## src/rtl/netdma_irq_pkg.sv

```systemverilog
package netdma_irq_pkg;

  localparam int STAT_W = 17;

  // bit positions in the status word (and matching enable word)
  localparam int B_TXDONE  = 0;
  localparam int B_TXSTOP  = 1;
  localparam int B_TXNOBUF = 2;
  localparam int B_RXDONE  = 6;
  localparam int B_RXNOBUF = 7;
  localparam int B_RXSTOP  = 8;
  localparam int B_FATAL   = 13;
  localparam int B_RXEARLY = 14;
  localparam int B_ASUM    = 15;
  localparam int B_NSUM    = 16;
  localparam int ERR_LSB   = 23;

  localparam logic [STAT_W-1:0] NORM_MASK = STAT_W'((1 << B_TXDONE) | (1 << B_TXNOBUF) |
                                                    (1 << B_RXDONE) | (1 << B_RXEARLY));
  localparam logic [STAT_W-1:0] ABN_MASK  = STAT_W'((1 << B_TXSTOP) | (1 << B_RXNOBUF) |
                                                    (1 << B_RXSTOP) | (1 << B_FATAL));
  localparam logic [STAT_W-1:0] MEMB_MASK = NORM_MASK | ABN_MASK;
  localparam logic [STAT_W-1:0] SUM_MASK  = STAT_W'((1 << B_NSUM) | (1 << B_ASUM));
  localparam logic [STAT_W-1:0] EN_MASK   = MEMB_MASK | SUM_MASK;

  typedef struct packed {
    logic tx_done;
    logic tx_stop;
    logic tx_nobuf;
    logic rx_done;
    logic rx_nobuf;
    logic rx_stop;
    logic rx_early;
    logic bus_err;
  } evt_t;

  // place event pulses at their status positions
  function automatic logic [STAT_W-1:0] evt_to_vec(evt_t e);
    logic [STAT_W-1:0] v;
    v = '0;
    v[B_TXDONE]  = e.tx_done;
    v[B_TXSTOP]  = e.tx_stop;
    v[B_TXNOBUF] = e.tx_nobuf;
    v[B_RXDONE]  = e.rx_done;
    v[B_RXNOBUF] = e.rx_nobuf;
    v[B_RXSTOP]  = e.rx_stop;
    v[B_RXEARLY] = e.rx_early;
    v[B_FATAL]   = e.bus_err;
    return v;
  endfunction

  // next value of sticky bits: set has priority over clear
  function automatic logic [STAT_W-1:0] sticky_next(logic [STAT_W-1:0] cur,
                                                    logic [STAT_W-1:0] set,
                                                    logic [STAT_W-1:0] clr);
    return ((cur & ~clr) | set) & MEMB_MASK;
  endfunction

  function automatic logic group_hit(logic [STAT_W-1:0] stat,
                                     logic [STAT_W-1:0] en,
                                     logic [STAT_W-1:0] mask);
    return |(stat & en & mask);
  endfunction

endpackage

```

## src/rtl/netdma_irq_status.sv

```systemverilog
module netdma_irq_status
  import netdma_irq_pkg::*;
#(
  parameter int ERR_W = 3
) (
  input  logic                clk,
  input  logic                rst_n,
  input  evt_t                evt,
  input  logic [ERR_W-1:0]    err_type,
  input  logic [STAT_W-1:0]   clr_vec,
  output logic [STAT_W-1:0]   stat_q,
  output logic [ERR_W-1:0]    err_type_q,
  output logic                halt_req
);

  logic [STAT_W-1:0] set_vec;
  logic              type_load;
  logic              type_wipe;

  assign set_vec   = evt_to_vec(evt);
  assign type_load = evt.bus_err && (!stat_q[B_FATAL] || clr_vec[B_FATAL]);
  assign type_wipe = clr_vec[B_FATAL] && !evt.bus_err;

  always_ff @(posedge clk) begin
    if (!rst_n) begin
      stat_q     <= '0;
      err_type_q <= '0;
    end else begin
      stat_q <= sticky_next(stat_q, set_vec, clr_vec);
      if (type_load)      err_type_q <= err_type;
      else if (type_wipe) err_type_q <= '0;
    end
  end

  assign halt_req = stat_q[B_FATAL];

  AST_EVENT_STICKS: assert property (@(posedge clk) disable iff (!rst_n)
    (set_vec != '0) |=> ((stat_q & $past(set_vec)) == $past(set_vec)));

  AST_CLEAR_TAKES: assert property (@(posedge clk) disable iff (!rst_n)
    ((clr_vec & ~set_vec) != '0) |=> ((stat_q & $past(clr_vec & ~set_vec)) == '0));

  AST_HALT_HOLDS: assert property (@(posedge clk) disable iff (!rst_n)
    (halt_req && !clr_vec[B_FATAL]) |=> halt_req);

  AST_ERRTYPE_KEPT: assert property (@(posedge clk) disable iff (!rst_n)
    (stat_q[B_FATAL] && !clr_vec[B_FATAL]) |=> $stable(err_type_q));

endmodule

```

## src/rtl/netdma_irq_summary.sv

```systemverilog
module netdma_irq_summary
  import netdma_irq_pkg::*;
(
  input  logic              clk,
  input  logic              rst_n,
  input  logic [STAT_W-1:0] stat,
  input  logic [STAT_W-1:0] en,
  output logic              nsum_q,
  output logic              asum_q,
  output logic              irq
);

  localparam int NGRP = 2;

  logic [NGRP-1:0] grp_hit;
  logic [NGRP-1:0] sum_q;

  for (genvar g = 0; g < NGRP; g++) begin : g_grp
    localparam logic [STAT_W-1:0] GMASK = (g == 0) ? NORM_MASK : ABN_MASK;
    assign grp_hit[g] = group_hit(stat, en, GMASK);
    always_ff @(posedge clk) begin
      if (!rst_n) sum_q[g] <= 1'b0;
      else        sum_q[g] <= grp_hit[g];
    end
  end

  assign nsum_q = sum_q[0];
  assign asum_q = sum_q[1];
  assign irq    = (nsum_q & en[B_NSUM]) | (asum_q & en[B_ASUM]);

  AST_IRQ_DROPS: assert property (@(posedge clk) disable iff (!rst_n)
    (!nsum_q && !asum_q) |-> !irq);

  AST_SUM_LAGS: assert property (@(posedge clk) disable iff (!rst_n)
    (grp_hit == '0) |=> (sum_q == '0));

endmodule

```

## src/rtl/netdma_irq_regif.sv

```systemverilog
module netdma_irq_regif
  import netdma_irq_pkg::*;
#(
  parameter int ADDR_W = 4,
  parameter int DATA_W = 32,
  parameter int ERR_W  = 3
) (
  input  logic              clk,
  input  logic              rst_n,
  input  logic              valid,
  input  logic              write,
  input  logic [ADDR_W-1:0] addr,
  input  logic [DATA_W-1:0] wdata,
  input  logic [STAT_W-1:0] stat,
  input  logic              nsum,
  input  logic              asum,
  input  logic [ERR_W-1:0]  err_type,
  output logic [STAT_W-1:0] clr_vec,
  output logic [STAT_W-1:0] en_q,
  output logic [DATA_W-1:0] rdata
);

  localparam logic [ADDR_W-1:0] A_STATUS = ADDR_W'(0);
  localparam logic [ADDR_W-1:0] A_ENABLE = ADDR_W'(1);

  logic              wr_status;
  logic              wr_enable;
  logic              rd_req;
  logic [DATA_W-1:0] status_word;
  logic [DATA_W-1:0] enable_word;
  logic              unused_wdata_hi;

  assign wr_status = valid && write && (addr == A_STATUS);
  assign wr_enable = valid && write && (addr == A_ENABLE);
  assign rd_req    = valid && !write;
  assign clr_vec   = wr_status ? (wdata[STAT_W-1:0] & MEMB_MASK) : '0;
  assign unused_wdata_hi = ^wdata[DATA_W-1:STAT_W];

  always_comb begin
    status_word = '0;
    status_word[STAT_W-1:0]        = stat;
    status_word[B_NSUM]            = nsum;
    status_word[B_ASUM]            = asum;
    status_word[ERR_LSB +: ERR_W]  = err_type;
    enable_word = '0;
    enable_word[STAT_W-1:0]        = en_q;
  end

  always_ff @(posedge clk) begin
    if (!rst_n) begin
      en_q  <= '0;
      rdata <= '0;
    end else begin
      if (wr_enable) en_q <= wdata[STAT_W-1:0] & EN_MASK;
      if (rd_req) begin
        case (addr)
          A_STATUS: rdata <= status_word;
          A_ENABLE: rdata <= enable_word;
          default:  rdata <= '0;
        endcase
      end
    end
  end

  AST_UNMAPPED_ZERO: assert property (@(posedge clk) disable iff (!rst_n)
    (rd_req && (addr > A_ENABLE)) |=> (rdata == '0));

endmodule

```

## src/rtl/netdma_irq_ctrl.sv

```systemverilog
module netdma_irq_ctrl
  import netdma_irq_pkg::*;
#(
  parameter int ADDR_W = 4,
  parameter int DATA_W = 32,
  parameter int ERR_W  = 3
) (
  input  logic              clk,
  input  logic              rst_n,
  input  logic              evt_tx_done,
  input  logic              evt_tx_stopped,
  input  logic              evt_tx_nobuf,
  input  logic              evt_rx_done,
  input  logic              evt_rx_nobuf,
  input  logic              evt_rx_stopped,
  input  logic              evt_rx_early,
  input  logic              bus_err,
  input  logic [ERR_W-1:0]  bus_err_type,
  input  logic              reg_valid,
  input  logic              reg_write,
  input  logic [ADDR_W-1:0] reg_addr,
  input  logic [DATA_W-1:0] reg_wdata,
  output logic [DATA_W-1:0] reg_rdata,
  output logic              irq,
  output logic              halt_req
);

  evt_t              evt;
  logic [STAT_W-1:0] stat_q;
  logic [STAT_W-1:0] clr_vec;
  logic [STAT_W-1:0] en_q;
  logic [ERR_W-1:0]  err_type_q;
  logic              nsum_q;
  logic              asum_q;
  logic              enabled_pending;

  assign evt = '{tx_done:  evt_tx_done,  tx_stop:  evt_tx_stopped,
                 tx_nobuf: evt_tx_nobuf, rx_done:  evt_rx_done,
                 rx_nobuf: evt_rx_nobuf, rx_stop:  evt_rx_stopped,
                 rx_early: evt_rx_early, bus_err:  bus_err};

  assign enabled_pending = |(stat_q & en_q & MEMB_MASK);

  netdma_irq_status #(.ERR_W(ERR_W)) u_status (
    .clk        (clk),
    .rst_n      (rst_n),
    .evt        (evt),
    .err_type   (bus_err_type),
    .clr_vec    (clr_vec),
    .stat_q     (stat_q),
    .err_type_q (err_type_q),
    .halt_req   (halt_req)
  );

  netdma_irq_summary u_summary (
    .clk    (clk),
    .rst_n  (rst_n),
    .stat   (stat_q),
    .en     (en_q),
    .nsum_q (nsum_q),
    .asum_q (asum_q),
    .irq    (irq)
  );

  netdma_irq_regif #(.ADDR_W(ADDR_W), .DATA_W(DATA_W), .ERR_W(ERR_W)) u_regif (
    .clk      (clk),
    .rst_n    (rst_n),
    .valid    (reg_valid),
    .write    (reg_write),
    .addr     (reg_addr),
    .wdata    (reg_wdata),
    .stat     (stat_q),
    .nsum     (nsum_q),
    .asum     (asum_q),
    .err_type (err_type_q),
    .clr_vec  (clr_vec),
    .en_q     (en_q),
    .rdata    (reg_rdata)
  );

  AST_IRQ_HAS_CAUSE: assert property (@(posedge clk) disable iff (!rst_n)
    irq |-> $past(enabled_pending));

endmodule

```

## config.mk

```make
export PLATFORM = sky130hd
export DESIGN_NAME = netdma_irq_ctrl
export DESIGN_NICKNAME = d
export VERILOG_FILES = /design/src/rtl/netdma_irq_pkg.sv /design/src/rtl/netdma_irq_status.sv /design/src/rtl/netdma_irq_summary.sv /design/src/rtl/netdma_irq_regif.sv /design/src/rtl/netdma_irq_ctrl.sv
export SDC_FILE = /design/constraint.sdc
export NUM_CORES = 1
export LEC_CHECK = 0
export BUFFER_PORTS_ARGS = -buffer_cell sky130_fd_sc_hd__buf_2
export CAP_MARGIN = 40
export CORE_AREA = 5 5 67 69
export CTS_CLUSTER_DIAMETER = 150
export DETAILED_ROUTE_END_ITERATION = 8
export DIE_AREA = 0 0 72 74
export MAX_ROUTING_LAYER = met4
export PLACE_DENSITY = 0.73
export SKIP_LAST_GASP = 1
export SLEW_MARGIN = 5
export SYNTH_ARGS = -nofsm -noshare
export SYNTH_HDL_FRONTEND = slang
export SYNTH_SLANG_ARGS = --single-unit
```

## constraint.sdc

```tcl
create_clock -name clk -period 1.67 [get_ports clk]
set_clock_uncertainty 0.15 [all_clocks]
set_input_delay 0.334 -clock clk [delete_from_list [all_inputs] [get_ports clk]]
set_output_delay 0.334 -clock clk [all_outputs]
set_load 0.05 [all_outputs]
```

==> flow_summary.rst <==
.. list-table::
   :header-rows: 1

   * - Metric
     - Value
   * - Critical register-to-register path startpoint
     - u_status.stat_q[13]$_SDFF_PN0_
   * - Net switching power
     - 0.559 mW
   * - Portion of the clock cycle consumed by the worst path in the final layout
     - 91.7%
   * - Outcome
     - complete, no violations
   * - Final global-route overflow total
     - 0
   * - Total count of max-transition violations in the final report
     - 0
   * - Vias in the first global route
     - 1,300
   * - DP Cell Count
     - 276
   * - Crit path arrival time
     - 1.05 ns
   * - Mean cell area of the mapped netlist
     - 8.56 sq um
   * - Clock transition at path regs
     - 0.07 ns
   * - Total iterations of the first detailed-routing run
     - 4
   * - Buffers inserted during post-CTS setup optimization
     - 0
   * - Share of layout cells above drive strength 1
     - 25.3%
   * - F_max
     - 0.653 GHz
   * - Delay contributed by the slowest stage of the critical path
     - 0.33 ns
   * - Wire length of the first global-routing pass
     - 5930 um
   * - Total of buffers placed on input and output ports
     - 43
   * - N_diodes
     - 0
   * - ANT nets after route
     - 0
   * - Number of synthesized flops with an enable pin
     - 0
   * - Register-to-register path setup slack
     - 0.47 ns
   * - Share of synthesized area occupied by flip-flops and latches
     - 44.8%
   * - CP Buf/Inv Count
     - 1
   * - Critical Path Slowest Stage Cell
     - sky130_fd_sc_hd__dfxtp_1
   * - Routability cong.
     - 0.773
   * - Worst reg2reg endpoint
     - u_status.err_type_q[0]$_SDFFE_PN0P_
   * - TritonCTS Buffers
     - 5
   * - Total wire length after detailed routing
     - 3740 um
   * - Cells after synthesis
     - 188
   * - Switch share
     - 30.7%
   * - Normalized max-slew margin
     - 64.6%
   * - Total of warnings raised by yosys
     - 0
   * - H-Tree Depth
     - 2
   * - Worst Max-Slew Pin Slew
     - 0.531 ns
   * - Final critical-path required period
     - 1.53 ns
   * - Cell Chain, Critical Path
     - a22o_1 -> buf_2
   * - Startpoint type of the worst setup path
     - flip-flop
   * - Worst IR drop on VDD
     - 0.477 mV
   * - Number of cells on the worst reg-to-reg path
     - 3
   * - Most common flop cell mapped by yosys
     - sky130_fd_sc_hd__dfxtp_1
   * - Pin count of the biggest net entering global routing
     - 22
   * - I/O pin count
     - 85
   * - P_leak
     - 0.820 nW
   * - Number of gates resized after CTS
     - 0
   * - Worst setup EP type
     - output port
   * - Layout Nets
     - 284
   * - Root buffer cell
     - sky130_fd_sc_hd__clkbuf_8
   * - Relative contribution of the clock network to total power
     - 31.5%
   * - Power density normalized to cell area
     - 955 nW/um^2
   * - Internal power consumption
     - 1.26 mW
   * - Post-route DRC violation count
     - 0
   * - Total Negative Setup Slacks
     - 0 ns
   * - CTS hold repair buffers
     - 0
   * - Seq pwr share
     - 50.4%
   * - Required time of the worst setup path
     - 1.19 ns
   * - Most frequent cells after synthesis
     - 36 x sky130_fd_sc_hd__dfxtp_1, 19 x sky130_fd_sc_hd__buf_4, 15 x sky130_fd_sc_hd__a21oi_1, 13 x sky130_fd_sc_hd__nand3_1, 12 x sky130_fd_sc_hd__inv_1
   * - DIE HEIGHT
     - 74 um
   * - Mapped cell area
     - 1610 sq um
   * - Total via count in the routed design
     - 1,428
   * - Number of logic stages on the critical path including buffering
     - 2
   * - Flop and latch count out of synthesis
     - 36
   * - Most instantiated library cell after synthesis
     - sky130_fd_sc_hd__dfxtp_1
   * - Hold Crit Class
     - in -> reg
   * - Area of the placeable core
     - 3860 sq um
   * - Die span in x
     - 72 um
   * - Count of distinct cell types in the synthesized netlist
     - 26
   * - Number of failing hold endpoints at the final stage
     - 0
   * - Critical path class
     - reg -> out
   * - Placed wire-length estimate
     - 2660 um
   * - Vias/cell
     - 5.05
   * - Initial antenna violation count
     - 0
   * - Top post-synthesis cells by area
     - sky130_fd_sc_hd__dfxtp_1 45%, sky130_fd_sc_hd__buf_4 8.9%, sky130_fd_sc_hd__a221oi_1 5.4%
   * - Die outline area
     - 5330 sq um
   * - Total Routing Usage GR
     - 14.6%
   * - Share of power burned in combinational logic
     - 18.1%
   * - Worst setup path end
     - irq
   * - Critical path origin
     - u_summary.nsum_q$_SDFF_PN0_
   * - Syn-to-layout area delta
     - 18.2%
   * - Average wire length per cell after detail routing
     - 13.2 um
   * - Largest area contributor in the netlist
     - sky130_fd_sc_hd__dfxtp_1
   * - Biggest fanout along the worst timing path
     - 2
   * - Clk sink count
     - 36
   * - Fraction of registers with async set/reset
     - 0%
   * - Fillers
     - 388
   * - Final count of negative-setup-slack endpoints
     - 0
   * - Effective utilization at floorplan
     - 41.7%
   * - Non-filler cells in the finished layout
     - 283
   * - TritonCTS clock tree
     - done
   * - RSZ-0062 raised after global routing
     - no
   * - Crit-path leading delay family
     - flip-flops
   * - Number of core rows
     - 23
   * - Bufs on Longest Clock Path
     - 2
   * - Clock latency at the later pin of the worst-skew pair
     - 0.28 ns
   * - Initial DRC count
     - 127
   * - Share of Yosys cell area claimed by the top area cell type
     - 44.8%
   * - Max-capacitance violation count
     - 0
sequential cells by signal, summed over array words and instances, names as in the netlist:
register and flops:
u_regif.en_q 10, u_regif.rdata 13, u_status.err_type_q 3, u_status.stat_q 8, u_summary.asum_q 1, u_summary.nsum_q 1
cell usage in the layout, fill, tap and decap left out:
| cell type | synthesis | final |
|---|---|---|
| sky130_fd_sc_hd__or4b_1 | 1 | 1 |
| sky130_fd_sc_hd__buf_4 | 19 | 8 |
| sky130_fd_sc_hd__nand3_1 | 13 | 13 |
| sky130_fd_sc_hd__nor2b_1 | 2 | 2 |
| sky130_fd_sc_hd__and2_1 | 1 | 1 |
| sky130_fd_sc_hd__nor4b_2 | 0 | 1 |
| sky130_fd_sc_hd__o22ai_1 | 3 | 3 |
| sky130_fd_sc_hd__o21a_1 | 8 | 8 |
| sky130_fd_sc_hd__o21ai_0 | 10 | 10 |
| sky130_fd_sc_hd__clkbuf_1 | 5 | 1 |
| sky130_fd_sc_hd__o21ai_1 | 10 | 10 |
| sky130_fd_sc_hd__inv_1 | 12 | 12 |
| sky130_fd_sc_hd__dfxtp_1 | 36 | 36 |
| sky130_fd_sc_hd__a311o_1 | 1 | 1 |
| sky130_fd_sc_hd__a221oi_1 | 10 | 10 |
| sky130_fd_sc_hd__clkbuf_8 | 0 | 5 |
| sky130_fd_sc_hd__nand2b_1 | 1 | 1 |
| sky130_fd_sc_hd__a21oi_1 | 15 | 15 |
| sky130_fd_sc_hd__nor4_4 | 1 | 1 |
| sky130_fd_sc_hd__a22oi_1 | 4 | 4 |
| sky130_fd_sc_hd__nand2_1 | 7 | 7 |
| sky130_fd_sc_hd__a22o_1 | 1 | 1 |
| sky130_fd_sc_hd__buf_2 | 7 | 43 |
| sky130_fd_sc_hd__clkinv_2 | 0 | 1 |
| sky130_fd_sc_hd__conb_1 | 1 | 19 |
| sky130_fd_sc_hd__a41oi_1 | 1 | 1 |
| sky130_fd_sc_hd__nor2_1 | 10 | 10 |
| sky130_fd_sc_hd__a31oi_1 | 8 | 8 |
cell type report:
type | instances | area [sq um] | share of cell area [%]
Clock buffer | 6 | 72.6 | 3.82
Clock inverter | 1 | 5.00 | 0.263
Inverter | 12 | 45.0 | 2.37
Multi-Input combinational cell | 127 | 721 | 37.9
Sequential cell | 36 | 721 | 37.9
Tap cell | 50 | 62.6 | 3.29
Timing Repair Buffer | 51 | 275 | 14.5
worst reg2reg max path: stages (launching register included):
cell and delay, ns:
sky130_fd_sc_hd__dfxtp_1 0.39, sky130_fd_sc_hd__nor2b_1 0.08, sky130_fd_sc_hd__a311o_1 0.35, sky130_fd_sc_hd__o22ai_1 0.15
power groups by stage:
stage          Clock (mW)  Sequential, mW  Combinational (mW)
2_1_floorplan           0           0.984               0.221
3_3_place_gp            0           0.932               0.325
3_5_place_dp            0           0.934               0.328
4_1_cts             0.585           0.914               0.328
5_1_grt             0.629           0.919               0.353
6_report            0.573           0.915               0.329
cells by family after synthesis:
family | after synthesis | synth area share (%)
and+or+nand+nor | 37 | 12.1
AOI/OAI and AO/OA | 71 | 27.9
buffers and inverters | 43 | 15.0
DFF | 36 | 44.8
other | 1 | 0.233
stage by stage:
stage | util (%) | hold WS (ns) | setup WS [ns] | cell area (sq um) | power (mW)
global route | 49.3 | 0.0986 | 0.0880 | 1900 | 1.90
CTS | 49.3 | 0.0957 | 0.140 | 1900 | 1.83
detailed placement | 47.3 | 0.296 | 0.0197 | 1820 | 1.26
floorplan | - | 0.298 | 0.186 | 1680 | 1.20
finish | 49.3 | 0.102 | 0.139 | 1900 | 1.82
global placement | 47.3 | 0.288 | 0.0219 | 1820 | 1.26
layer usage:
layer / global-route usage (%) / share of wire (%) / up-vias
li1: - / - / 722
met1: 19.0 / 46 / 652
met2: 22.6 / 46 / 48
met3: 3.78 / 6.8 / 6
met4: 4.38 / 1.2 / 0
met5: - / 0 / -
how the worst min path moves through the flow:
stage,start,endpoint,cells after the start
after global placement,u_regif.rdata[24]$_SDFFE_PN0P_,u_regif.rdata[24]$_SDFFE_PN0P_,2
final,evt_rx_nobuf,u_status.stat_q[7]$_SDFF_PN0_,2
after floorplan,u_status.err_type_q[0]$_SDFFE_PN0P_,u_regif.rdata[23]$_SDFFE_PN0P_,2
after detailed placement,u_regif.rdata[23]$_SDFFE_PN0P_,u_regif.rdata[23]$_SDFFE_PN0P_,2
after CTS,evt_rx_nobuf,u_status.stat_q[7]$_SDFF_PN0_,2
after global routing,evt_tx_stopped,u_status.stat_q[1]$_SDFF_PN0_,2
Power figures use the tool's default switching activity.
